## config.mk

```make
export PLATFORM = sky130hd
export DESIGN_NAME = osc_ctrl_unit
export DESIGN_NICKNAME = d
export VERILOG_FILES = /design/src/rtl/osc_ctrl_pkg.sv /design/src/rtl/osc_ctrl_regs.sv /design/src/rtl/osc_settle.sv /design/src/rtl/osc_clk_div.sv /design/src/rtl/osc_ctrl_unit.sv
export SDC_FILE = /design/constraint.sdc
export NUM_CORES = 1
export LEC_CHECK = 0
export ABC_AREA = 1
export CAP_MARGIN = 20
export CORE_MARGIN = 2
export CORE_UTILIZATION = 25
export DETAILED_ROUTE_END_ITERATION = 16
export DONT_BUFFER_PORTS = 1
export MAX_ROUTING_LAYER = met4
export PLACE_DENSITY = 0.48
export SLEW_MARGIN = 20
export SYNTH_ARGS = -nofsm -noshare
export SYNTH_HDL_FRONTEND = slang
export SYNTH_SLANG_ARGS = --single-unit
```

## constraint.sdc

```tcl
create_clock -name clk -period 0.95 [get_ports clk]
set_input_delay 0.19 -clock clk [delete_from_list [all_inputs] [get_ports clk]]
set_output_delay 0.19 -clock clk [all_outputs]
set_load 0.1 [all_outputs]
```

## src/rtl/osc_ctrl_pkg.sv

```systemverilog
// Package: shared field positions and divide-select encoding for the
// oscillator control unit. Assumes an 8-bit control word.
package osc_ctrl_pkg;
    localparam int CTRL_W   = 8;
    localparam int BIT_EN   = 7;
    localparam int BIT_RDY  = 6;
    localparam int BIT_SUSP = 5;
    localparam int DIV_CW   = 3;

    typedef enum logic [1:0] {
        DIV_BY_8 = 2'b00,
        DIV_BY_4 = 2'b01,
        DIV_BY_2 = 2'b10,
        DIV_BY_1 = 2'b11
    } div_sel_e;

    // Last tick count of a divided period for each select value.
    function automatic logic [DIV_CW-1:0] div_last(input div_sel_e s);
        case (s)
            DIV_BY_8: div_last = 3'd7;
            DIV_BY_4: div_last = 3'd3;
            DIV_BY_2: div_last = 3'd1;
            default:  div_last = 3'd0;
        endcase
    endfunction
endpackage

```

## src/rtl/osc_ctrl_regs.sv

```systemverilog
// Control and calibration register state. Holds enable, suspend, divide
// select and trim code, resolves wake events and tracks USB-clock
// eligibility. Assumes wake inputs are already synchronous to clk.
module osc_ctrl_regs
    import osc_ctrl_pkg::*;
#(
    parameter int              CAL_W     = 7,
    parameter logic [CAL_W-1:0] CAL_RESET = 7'h4C
) (
    input  logic             clk,
    input  logic             rst_n,
    input  logic             wr_ctrl,
    input  logic             wr_cal,
    input  logic [CTRL_W-1:0] wdata,
    input  logic             usb_resume,
    input  logic             usb_xcvr_active,
    input  logic             supply_wake,
    output logic             en_o,
    output logic             susp_o,
    output div_sel_e         div_o,
    output logic [CAL_W-1:0] cal_o,
    output logic             usb_ok_o
);
    logic             en_q, susp_q, usb_ok_q;
    div_sel_e         div_q;
    logic [CAL_W-1:0] cal_q;
    logic             wake;

    // Wake qualification: USB only counts with an active transceiver.
    always_comb wake = supply_wake | (usb_resume & usb_xcvr_active);

    // Control word update: a suspend write wins over a same-cycle wake.
    always_ff @(posedge clk) begin
        if (!rst_n) begin
            en_q   <= 1'b1;
            susp_q <= 1'b0;
            div_q  <= DIV_BY_8;
        end else begin
            if (wr_ctrl) begin
                en_q  <= wdata[BIT_EN];
                div_q <= div_sel_e'(wdata[1:0]);
            end
            if (wr_ctrl && wdata[BIT_SUSP])
                susp_q <= 1'b1;
            else if (susp_q && wake)
                susp_q <= 1'b0;
        end
    end

    // Calibration code and sticky USB-clock eligibility.
    always_ff @(posedge clk) begin
        if (!rst_n) begin
            cal_q    <= CAL_RESET;
            usb_ok_q <= 1'b1;
        end else if (wr_cal) begin
            cal_q <= wdata[CAL_W-1:0];
            if (wdata[CAL_W-1:0] != CAL_RESET)
                usb_ok_q <= 1'b0;
        end
    end

    assign en_o     = en_q;
    assign susp_o   = susp_q;
    assign div_o    = div_q;
    assign cal_o    = cal_q;
    assign usb_ok_o = usb_ok_q;


    susp_clear_chk: assert property (@(posedge clk) disable iff (!rst_n)
        $fell(susp_q) |-> $past(wake));

    susp_hold_chk: assert property (@(posedge clk) disable iff (!rst_n)
        (susp_q && !wake) |=> susp_q);

    usb_ok_sticky_chk: assert property (@(posedge clk) disable iff (!rst_n)
        !usb_ok_q |=> !usb_ok_q);

    susp_write_wins_chk: assert property (@(posedge clk) disable iff (!rst_n)
        (wr_ctrl && wdata[BIT_SUSP]) |=> susp_q);
endmodule

```

## src/rtl/osc_settle.sv

```systemverilog
// Settling timer: drops the ready flag whenever the oscillator is not
// running and raises it again after SETTLE_TICKS gated oscillator ticks.
// Assumes tick_i only pulses while run_i is high.
module osc_settle #(
    parameter int SETTLE_TICKS = 8
) (
    input  logic clk,
    input  logic rst_n,
    input  logic run_i,
    input  logic tick_i,
    output logic ready_o
);
    localparam int CW = $clog2(SETTLE_TICKS + 1);
    logic [CW-1:0] cnt_q;
    logic          ready_q;

    // Count ticks after a restart until the settle limit is reached.
    always_ff @(posedge clk) begin
        if (!rst_n) begin
            cnt_q   <= '0;
            ready_q <= 1'b1;
        end else if (!run_i) begin
            cnt_q   <= '0;
            ready_q <= 1'b0;
        end else if (!ready_q && tick_i) begin
            if (cnt_q == CW'(SETTLE_TICKS - 1)) begin
                cnt_q   <= '0;
                ready_q <= 1'b1;
            end else begin
                cnt_q <= cnt_q + 1'b1;
            end
        end
    end

    assign ready_o = ready_q;


    ready_drop_chk: assert property (@(posedge clk) disable iff (!rst_n)
        !run_i |=> !ready_o);

    ready_rise_chk: assert property (@(posedge clk) disable iff (!rst_n)
        $rose(ready_o) |-> $past(tick_i));
endmodule

```

## src/rtl/osc_clk_div.sv

```systemverilog
// Tick divider: emits a one-cycle enable every 1, 2, 4 or 8 gated ticks.
// A new select is adopted only at a period boundary, so no short period
// occurs. Assumes tick_i is already gated by the run state.
module osc_clk_div
    import osc_ctrl_pkg::*;
(
    input  logic     clk,
    input  logic     rst_n,
    input  logic     tick_i,
    input  div_sel_e div_req_i,
    output logic     clk_en_o
);
    logic [DIV_CW-1:0] cnt_q;
    div_sel_e          div_act_q;
    logic              en_q;

    // Period counter with boundary-aligned adoption of the requested ratio.
    always_ff @(posedge clk) begin
        if (!rst_n) begin
            cnt_q     <= '0;
            div_act_q <= DIV_BY_8;
            en_q      <= 1'b0;
        end else if (tick_i) begin
            if (cnt_q == div_last(div_act_q)) begin
                cnt_q     <= '0;
                div_act_q <= div_req_i;
                en_q      <= 1'b1;
            end else begin
                cnt_q <= cnt_q + 1'b1;
                en_q  <= 1'b0;
            end
        end else begin
            en_q <= 1'b0;
        end
    end

    assign clk_en_o = en_q;


    en_after_tick_chk: assert property (@(posedge clk) disable iff (!rst_n)
        clk_en_o |-> $past(tick_i));

    ratio_at_boundary_chk: assert property (@(posedge clk) disable iff (!rst_n)
        (div_act_q != $past(div_act_q)) |-> clk_en_o);
endmodule

```

## src/rtl/osc_ctrl_unit.sv

```systemverilog
// Top of the oscillator control unit: decodes the register port, gates
// oscillator ticks with the run state, and ties the register, settle
// and divider blocks together. Assumes all inputs are synchronous to clk.
module osc_ctrl_unit
    import osc_ctrl_pkg::*;
#(
    parameter int               CAL_W        = 7,
    parameter logic [CAL_W-1:0] CAL_RESET    = 7'h4C,
    parameter int               SETTLE_TICKS = 8
) (
    input  logic             clk,
    input  logic             rst_n,
    input  logic             reg_wr,
    input  logic             reg_addr,
    input  logic [7:0]       reg_wdata,
    output logic [7:0]       reg_rdata,
    input  logic             osc_tick,
    input  logic             usb_resume,
    input  logic             usb_xcvr_active,
    input  logic             supply_wake,
    output logic             osc_run,
    output logic [CAL_W-1:0] osc_cal,
    output logic             sys_clk_en,
    output logic             usb_clk_ok
);
    logic             en, susp, ready, run, tick_g;
    div_sel_e         div_sel;
    logic [CAL_W-1:0] cal;

    osc_ctrl_regs #(.CAL_W(CAL_W), .CAL_RESET(CAL_RESET)) u_regs (
        .clk(clk), .rst_n(rst_n),
        .wr_ctrl(reg_wr && !reg_addr), .wr_cal(reg_wr && reg_addr),
        .wdata(reg_wdata),
        .usb_resume(usb_resume), .usb_xcvr_active(usb_xcvr_active),
        .supply_wake(supply_wake),
        .en_o(en), .susp_o(susp), .div_o(div_sel), .cal_o(cal),
        .usb_ok_o(usb_clk_ok)
    );

    // Run state and gated oscillator ticks.
    always_comb begin
        run    = en & ~susp;
        tick_g = osc_tick & run;
    end

    osc_settle #(.SETTLE_TICKS(SETTLE_TICKS)) u_settle (
        .clk(clk), .rst_n(rst_n), .run_i(run), .tick_i(tick_g), .ready_o(ready)
    );

    osc_clk_div u_div (
        .clk(clk), .rst_n(rst_n), .tick_i(tick_g), .div_req_i(div_sel),
        .clk_en_o(sys_clk_en)
    );

    // Read mux: unused control bits forced to zero, calibration zero-extended.
    always_comb begin
        reg_rdata = '0;
        if (reg_addr) begin
            reg_rdata[CAL_W-1:0] = cal;
        end else begin
            reg_rdata[BIT_EN]   = en;
            reg_rdata[BIT_RDY]  = ready;
            reg_rdata[BIT_SUSP] = susp;
            reg_rdata[1:0]      = div_sel;
        end
    end

    assign osc_run = run;
    assign osc_cal = cal;


    no_en_when_stopped_chk: assert property (@(posedge clk) disable iff (!rst_n)
        !osc_run |=> !sys_clk_en);
endmodule

```

-- Word level (Yosys, flattened, before mapping)
Index checks and enable logic that the tools add are counted.
- register bits: 23
- bits in latches: 0
- RAM bits: 0
- ROM bits: 0
- input port bits: 16
- output and inout port bits: 18
- logic and storage cells: 53
- memories kept: 0
- add/subtract/negate cells: 2
- multiply operators: 0
- div/mod/pow operators: 0
- $lt $le $gt $ge: 0
- equality and inequality tests: 7
- shifts and indexed selects: 0
- muxes and demuxes: 15
- bitwise operators: 5
- reduce and logical (&&, ||, !) cells: 14
- operator list (cell ; number):
    2-to-1 mux 3 bit ; 4
    AND reduction 2 bit ; 5
    case mux 3 bit (3 select lines) ; 1
    2-to-1 mux 1 bit ; 7
    != test 7 bit, second input constant ; 1
    logical AND 1 bit ; 5
    adder 4 x 1 -> 4 bit, second input constant ; 1
    == test 4 x 3 -> 1 bit, second input constant ; 1
    2-to-1 mux 2 bit ; 2
    2-to-1 mux 4 bit ; 1
    != test 2 bit, second input constant ; 2
    adder 3 x 1 -> 3 bit, second input constant ; 1
    bitwise AND 1 bit ; 3
    == test 3 bit ; 1
    == test 2 x 1 -> 1 bit, second input constant ; 1
    == test 2 bit, second input constant ; 1
    zero test 1 bit ; 2
    zero test 2 bit ; 1
    nonzero test 2 bit ; 1
    NOT 1 bit ; 1
    OR 1 bit ; 1

-- Logic depth before layout (Yosys ltp)
Gate-level depths: netlist of run 1.
- depth after elaboration: 7
- depth in mapped cells: 8

-- Cells and area by module
From an unflattened synthesis of run 1, not the netlist that was laid out.
- cells, all modules: 173
- area total of the unflattened synthesis: 1158.6 µm²
- modules (own cells, without submodules) (module ; times used ; cells each ; area each (µm²) ; seq. area each (µm²)):
    osc_ctrl_regs ; 1 ; 57 ; 455.4 ; 240.2
    osc_clk_div ; 1 ; 51 ; 342.8 ; 120.1
    osc_settle ; 1 ; 34 ; 236.5 ; 100.1
    osc_ctrl_unit ; 1 ; 31 ; 123.9 ; 0.0

-- Least setup slack after synthesis of run 1
Ideal clock, no wire load.
- path kind: register -> output
- start point: reg u_settle.ready_q, in the netlist u_settle.ready_o
- end point: out reg_rdata[6]
- arrival: 2.532 ns
- data required time: 0.760 ns
- slack: -1.772 ns
- stages on the path, launching flop included: 3
- buffers on the path: 0
- cells stage by stage: dfxtp_1 -> inv_1 -> o21ai_0
- longest elaborated chain between the ends: 1
- ends and longest elaborated chain (element ; line ; RTL):
    from (decl) ; osc_settle.sv:15 ; logic ready_q;
    from (signal assigned) ; osc_settle.sv:21 ; ready_q <= 1'b1;
    from (signal assigned) ; osc_settle.sv:24 ; ready_q <= 1'b0;
    from (signal assigned) ; osc_settle.sv:28 ; ready_q <= 1'b1;
    2-to-1 mux 2 bit ; osc_ctrl_unit.sv:58 ; if (reg_addr) begin
    to (decl) ; osc_ctrl_unit.sv:16 ; output logic [7:0] reg_rdata,
No other way between the ends.

-- Worst setup path in the final report of run 1
- start point: reg u_regs.en_q, in the netlist u_regs.en_o
- end point: out osc_run
- longest elaborated chain between the ends: 1
- ends and longest elaborated chain (element ; line ; RTL):
    from (decl) ; osc_ctrl_regs.sv:24 ; logic en_q, susp_q, usb_ok_q;
    from (signal assigned) ; osc_ctrl_regs.sv:40 ; en_q <= wdata[BIT_EN];
    bitwise AND 1 bit ; osc_ctrl_unit.sv:42 ; run = en & ~susp;
    to (decl) ; osc_ctrl_unit.sv:21 ; output logic osc_run,
No other way between the ends.

==> run metrics, run 1 <==
Max Cap Viol 0; Top Family by Delay on Critical Path buffers and inverters; Final Setup Violations 29; Yosys cell types 23; ant diodes 0; Syn Area/Cell a little under 7 um2; cell area after synthesis about 1100 um2; row cnt 24; gpl congestion between 0.8 and 0.9; Pre-antenna DRT Iters 4; Core Region around 4300 um2; clock sinks 23; worst-path cell chain buf_6, nand2_4, clkinvlp_4, buf_12; number of buffers created by CTS 3; largest net degree at the start of global routing 14; most frequent cells in the layout nand2_1, buf_12, inv_1, nor2_1, buf_4; antenna violations before repair 0; Slew HR 0.794; xor and xnor area share after synthesis 0.0236; Yosys warning count 0; max-slew violations 0; RSZ-0062 raised after global routing yes; Syn Nets about 180; initial core utilization 0.257; initial DRC count 70; post-synthesis sequential area ratio 0.414; CP Data Arrival Time approximately 1.0 ns; TritonCTS clock tree yes; critical path class reg -> out; Die H roughly 71 um; Final Total Pwr ~0.0026 W; critical path's slowest cell dfxtp_2; post-synthesis register bit count 23; outcome finished with violations; CTS Buffer Depth 2; DIE AREA roughly 5000 um2; Wirelength per Cell roughly 12 um; Final period util 1.30; H-tree Lvls 1; Final nets approximately 220; DRC Markers 0; DP Area ~1600 um2; Pwr Density 1360 nW/um2; vias per inst 4.48; register area ~500 um2; CTS Root Buffer Type clkbuf_8; Buf/Inv on CP 3; total grt overflow 0; Worst path max stage delay between 0.3 and 0.4 ns; Max Freq a little over 800 MHz; Worst setup SP type register; die width between 70 and 80 um; leak pwr roughly 0.83 nW; clk slew on worst S/H paths 0.08 ns; worst slew pin tran between 0.3 and 0.4 ns; HP Class in -> reg; latest clock arrival within the worst-skew pair 0.26 ns; port buffer count 0; Setup WS post-layout -0.281 ns; Worst Path Required about 0.76 ns; area grow syn2layout 73.5%; Setup crit end kind output pin; multi-input logic area roughly 730 um2; Synth Area in Adders 0.0225; Antenna Nets Post-Route 0; Detailed Place HPWL between 2000 and 2500 um; Final Hold Vio Count 0; routed via count roughly 1100; commonest non-fill, non-tap cell in the layout nand2_1; Compound-Gate Fraction of Synth Area 0.0923; simple-gate share of the synthesized area 0.355; drt total wl ~3000 um; layout cells sized above 1 0.477; largest family of logic cells by synthesized area simple AND/OR/NAND/NOR gates; CP Max Fanout 3; Post-Layout Inst Area ~1900 um2; Synth Instances between 150 and 200; maximum VDD drop slightly above 0.0007 V; first-pass GRT wire length ~5000 um; mux share of post-synthesis cell area 0; gr usage total 0.131; number of global-route vias before repair 1143; # IOs 34; failing checks setup timing; Layout fillers 445; clock skew between 0.002 and 0.0025 ns; Final Critical Period 1.23 ns
==> area by class of cell <==
class                           count  share of cell area
Timing Repair Buffer               32               0.244
Sequential cell                    23               0.260
Multi-Input combinational cell    113               0.381
Clock buffer                        4              0.0234
Inverter                           25              0.0578
Tap cell                           52              0.0337
==> synth_stat cells (all sizes together) <==
library cell	count	area [um2]
nand4	1	6.26
nand2	49	189
nor2	25	111
o211ai	2	15.0
nor3	1	5.00
nand3	13	82.6
o21ai	11	55.1
clkinv	1	3.75
inv	24	90.1
buf	1	5.00
dfxtp	23	460
clkbuf	1	3.75
a21oi	5	25.0
xor2	3	26.3
a22oi	1	7.51
ha	2	25.0
==> per-layer routing <==
metal	GRT usage	wire length, um	share of wire	vias up
met1	0.151	1230	0.41	502
met5	-	0	0	-
met2	0.220	1550	0.52	32
met4	0.0671	66	0.022	0
li1	-	-	-	573
met3	0.0228	146	0.049	8
==> through the flow <==
| step | std cells | setup slack, ns | setup TNS (ns) | hold WS, ns | utilization |
|---|---|---|---|---|---|
| after global placement | 236 | -0.102 | -0.854 | 0.262 | 0.380 |
| after global routing | 249 | -0.329 | -5.63 | 0.00274 | 0.446 |
| after floorplan | 163 | -0.249 | -1.60 | 0.303 | - |
| final | 249 | -0.281 | -4.11 | 0.0124 | 0.446 |
| after CTS | 247 | -0.289 | -3.95 | 0.00965 | 0.435 |
| after detailed placement | 236 | -0.159 | -1.35 | 0.265 | 0.380 |
==> worst register-to-register path, stage by stage, from the launching register on <==
cell and delay (ns):
dfxtp_2 0.36, buf_4 0.12, nand3_4 0.11, nor2_4 0.17
nand4_1 0.16, nand2_1 0.10, nor2_1 0.04
==> sequential cells by signal, indices dropped and copies added (netlist names) <==
register / cells
u_regs.cal_o: 7
u_div.cnt_q: 3
u_div.div_act_q: 2
u_regs.usb_ok_o: 1
u_settle.cnt_q: 4
u_regs.en_o: 1
u_regs.div_o: 2
u_div.clk_en_o: 1
u_regs.susp_o: 1
u_settle.ready_o: 1
==> final timing paths <==
check                          startpoint                        endpoint  slack, ns  depth (start not counted)
max              u_regs.en_o$_SDFFE_PN1N_                         osc_run      -0.28                          4
min                                 rst_n    u_regs.cal_o[2]$_SDFFE_PN1P_       0.01                          1
max reg2reg      u_regs.en_o$_SDFFE_PN1N_  u_settle.cnt_q[0]$_SDFFE_PN0P_      -0.22                          6
min reg2reg  u_regs.usb_ok_o$_SDFFE_PN1P_    u_regs.usb_ok_o$_SDFFE_PN1P_       0.49                          2
==> logic make-up after synthesis <==
| family | after synthesis |
|---|---|
| AND/OR/NAND/NOR | 89 |
| AO/OA/AOI/OAI | 19 |
| flip-flops | 23 |
| XOR/XNOR | 3 |
| buffers and inverters | 27 |
| adder cells (fa/ha/maj) | 2 |
==> report_power, final <==
group | internal, W | switching [W]
sequential | 0.00101 | 0.0000581
clock | 0.000299 | 0.000305
combinational | 0.000348 | 0.000594
==> repair_timing <==
item	in CTS	in global routing
endpoints found under the setup margin	29	29
hold buffers	1	0
gates resized for setup	44	4
hold endpoints to repair	3	0
buffers inserted	6	2
pin swaps	13	7
Power figures use the tool's default switching activity.
==> inputs of run 2 (changes only) <==
- ABC_AREA: 1 -> default
- CAP_MARGIN: 20 -> 30
- PLACE_DENSITY: 0.48 -> 0.46
- clock period: 0.95 -> 1.45 ns (I/O delays scaled with it)
==> run 2 against run 1 <==
Against the previous run:
- the flow now finishes without violations
- setup slack gained 0.34 ns
- sequential share of layout area up 6.7 points
- synthesized cell count fell by 26%
==> run metrics, run 2 <==
outcome finished, final reports clean; TritonCTS clock tree yes; worst slew pin tran 0.306 ns (-0.00224 ns); Final period util 0.960; Detailed Place HPWL 1850 um (-16%); critical path class reg -> reg; maximum VDD drop 0.000438 V (-38%); Synth Instances 121 (-26%); commonest non-fill, non-tap cell in the layout nand2_1; register area 472 um2 (-6.0%); post-route setup TNS 0 ns (+4.11 ns); number of global-route vias before repair 921 (-19%); Slew HR 0.795 (+0.00130); part of the power in the clock network 0.262 (+0.031); layout cells sized above 1 0.338 (-0.139); max reg flops 7 (unchanged); clock sinks 23 (unchanged); DIE AREA 4820 um2 (-3.5%); Final Hold Vio Count 0 (unchanged); area grow syn2layout 34.7%; gr usage total 0.105 (-0.0263); Post-Place Cells 183 (-22%); die width 69.4 um (-1.8%); Pre-antenna DRT Iters 2 (-2); mux share of post-synthesis cell area 0.0889 (+0.0889); Setup crit end kind register; post-synthesis register bit count 23 (unchanged); HP Class in -> reg; Sw Pwr 0.000507 W (-47%); Final Critical Period around 1.4 ns; row cnt 23 (-4.2%); leak pwr 0.601 nW (-28%); Final Setup Violations 0 (-100%); latest clock arrival within the worst-skew pair 0.26 ns (about the same); number of buffers created by CTS 3 (unchanged); initial core utilization 0.264 (+0.00670); most frequent cell after synthesis nand2_1; Final nets 164 (-24%); critical path's slowest cell dfxtp_1; ant diodes 0 (unchanged); CTS Buffer Depth 2 (unchanged); clk slew on worst S/H paths 0.08 ns (about the same); Wirelength per Cell 12.6 um (+5.1%); pre-CTS setup slack 0.0568 ns (+0.216 ns); CP Max Fanout 6 (+3); Setup WS post-layout 0.0587 ns (+0.340 ns); Die H 69.4 um (-1.8%); cell area after synthesis 1070 um2 (-3.7%); Worst path max stage delay 0.35 ns (about the same); xor and xnor area share after synthesis 0.0491 (+0.0255); area leader, netlist dfxtp_1; Compound-Gate Fraction of Synth Area 0.0737 (-0.0187); simple-gate share of the synthesized area 0.313 (-0.0413); multi-input logic area 596 um2 (-19%); Yosys cell types 27 (+17%); most frequent cells in the layout nand2_1, buf_4, dfxtp_1; sw frac 0.340 (-0.0261); CP Data Arrival Time 1.57 ns (+0.53 ns); initial DRC count 23 (-67%); clock skew 0.00470 ns (+0.00236 ns); Pwr Density 1040 nW/um2 (-24%); vias per inst 4.51 (+0.78%); hold_buf cts 0 (-1); top cells by count, synth nand2_1, dfxtp_1, a21boi_0, nor2_1; DP Area 1330 um2 (-19%); largest family of logic cells by synthesized area simple AND/OR/NAND/NOR gates; Layout fillers 409 (-8.1%); Synth Area in Adders 0.0234 (+0.000869); H-tree Lvls 1 (unchanged); Syn Nets 139 (-23%); Logic pwr share 0.279 (-0.081); number of synthesized flops with an enable pin 0 (unchanged); Core Region 4060 um2 (-6.2%); Yosys warning count 0 (unchanged); Worst setup SP type register; internal power 0.000986 W (-41%); Non-Filler Instances 195 (-22%); CTS Root Buffer Type clkbuf_8; worst-path cell chain nor2_1, xor2_1, nor4_4, buf_4, buf_4, nor3b_1; antenna violations before repair 0 (unchanged); post-synthesis sequential area ratio 0.430 (+0.0160); first-pass GRT wire length 4080 um (-20%); total grt overflow 0 (unchanged); Max Freq roughly 700 MHz; routed via count 880 (-21%); Worst Path Required 1.63 ns (+0.87 ns); Syn Area/Cell 8.84 um2 (+30%); Antenna Nets Post-Route 0 (unchanged); top_reg_cell synth dfxtp_1; # IOs 34 (unchanged); CP most frequent cell buf_4; drt total wl 2460 um (-18%); largest net degree at the start of global routing 23 (+9); part of the power in registers 0.458 (+0.049); DRC Markers 0 (unchanged); Post-Layout Inst Area 1440 um2 (-25%); gpl congestion 0.734 (-8.4%); max-slew violations 0 (unchanged); Max Cap Viol 0 (unchanged); async set-reset flop share out of synthesis 0 (unchanged); port buffer count 0 (unchanged); Yosys top cell area share 0.430 (+0.0160); ranking of synthesized cells by area dfxtp_1, nand2_1, mux2i_1
run 2: cell count changes after synthesis, sizes merged, moves of 5 or more:
| cell | previous run | this run |
|---|---|---|
| o21ai | 11 | 3 |
| mux2i | 0 | 5 |
| nand3 | 13 | 5 |
| a21boi | 0 | 6 |
| inv | 24 | 2 |
| nor2 | 25 | 6 |
| nand2 | 49 | 33 |
| and2 | 0 | 5 |
run 2: logic make-up after synthesis:
group           after synthesis
compound gates               12
xor+xnor                      6
fa+ha+maj                     2
buf+inv                       6
flops                        23
mux                           9
simple gates                 63
run 2: through the flow:
| step | power [W] | util | hold slack, ns |
|---|---|---|---|
| after floorplan | 0.00102 | - | 0.414 |
| after global placement | 0.00110 | 0.328 | 0.357 |
| after detailed placement | 0.00110 | 0.328 | 0.364 |
| after CTS | 0.00150 | 0.340 | 0.0932 |
| after global routing | 0.00155 | 0.355 | 0.0904 |
| final | 0.00149 | 0.355 | 0.101 |
run 2: per-layer routing:
| metal | vias up | wire, um | GRT usage | part of all wire |
|---|---|---|---|---|
| met2 | 16 | 1220 | 0.177 | 0.49 |
| met1 | 407 | 1060 | 0.116 | 0.43 |
| met3 | 7 | 141 | 0.0349 | 0.057 |
| li1 | 450 | - | - | - |
| met4 | 0 | 44 | 0.0370 | 0.018 |
| met5 | - | 0 | - | 0 |
run 2: worst paths after layout:
| check | start | endpoint | slack, ns | depth (start not counted) |
|---|---|---|---|---|
| setup / recovery | u_div.div_act_q[1]$_SDFFE_PN0P_ | u_div.cnt_q[2]$_SDFFE_PN0N_ | 0.06 | 6 |
| hold / removal | rst_n | u_regs.en_o$_SDFFE_PN1N_ | 0.10 | 1 |
| setup reg to reg | u_div.div_act_q[1]$_SDFFE_PN0P_ | u_div.cnt_q[2]$_SDFFE_PN0N_ | 0.06 | 6 |
| hold reg to reg | u_regs.div_o[1]$_SDFFE_PN0N_ | u_regs.div_o[1]$_SDFFE_PN0N_ | 0.49 | 2 |
run 2: cell type report:
cell class,count,area share
clock buffers,4,0.0313
multi-input cells,92,0.413
inverters,2,0.00521
well taps,50,0.0434
repair buffers,24,0.180
flip-flops and latches,23,0.327
run 2: critical path, delay by kind of cell (launching register included):
family                    cells  cell delay [ns]
buffers and inverters         2             0.30
xor gates and xnor gates      1             0.29
DFF                           1             0.35
and+or+nand+nor               3             0.39
run 2: power groups by stage:
stage | registers (W) | logic (W) | clock network [W]
finish | 0.000684 | 0.000417 | 0.000392
global route | 0.000689 | 0.000437 | 0.000427
CTS | 0.000685 | 0.000402 | 0.000409
detailed placement | 0.000700 | 0.000399 | 0
global placement | 0.000698 | 0.000397 | 0
floorplan | 0.000788 | 0.000230 | 0
run 2: what timing repair did:
item                                    4_1_cts  5_1_grt
buffers inserted                              0        8
pin swaps                                     0        2
gates resized for setup                       1        1
endpoints found under the setup margin        1        4
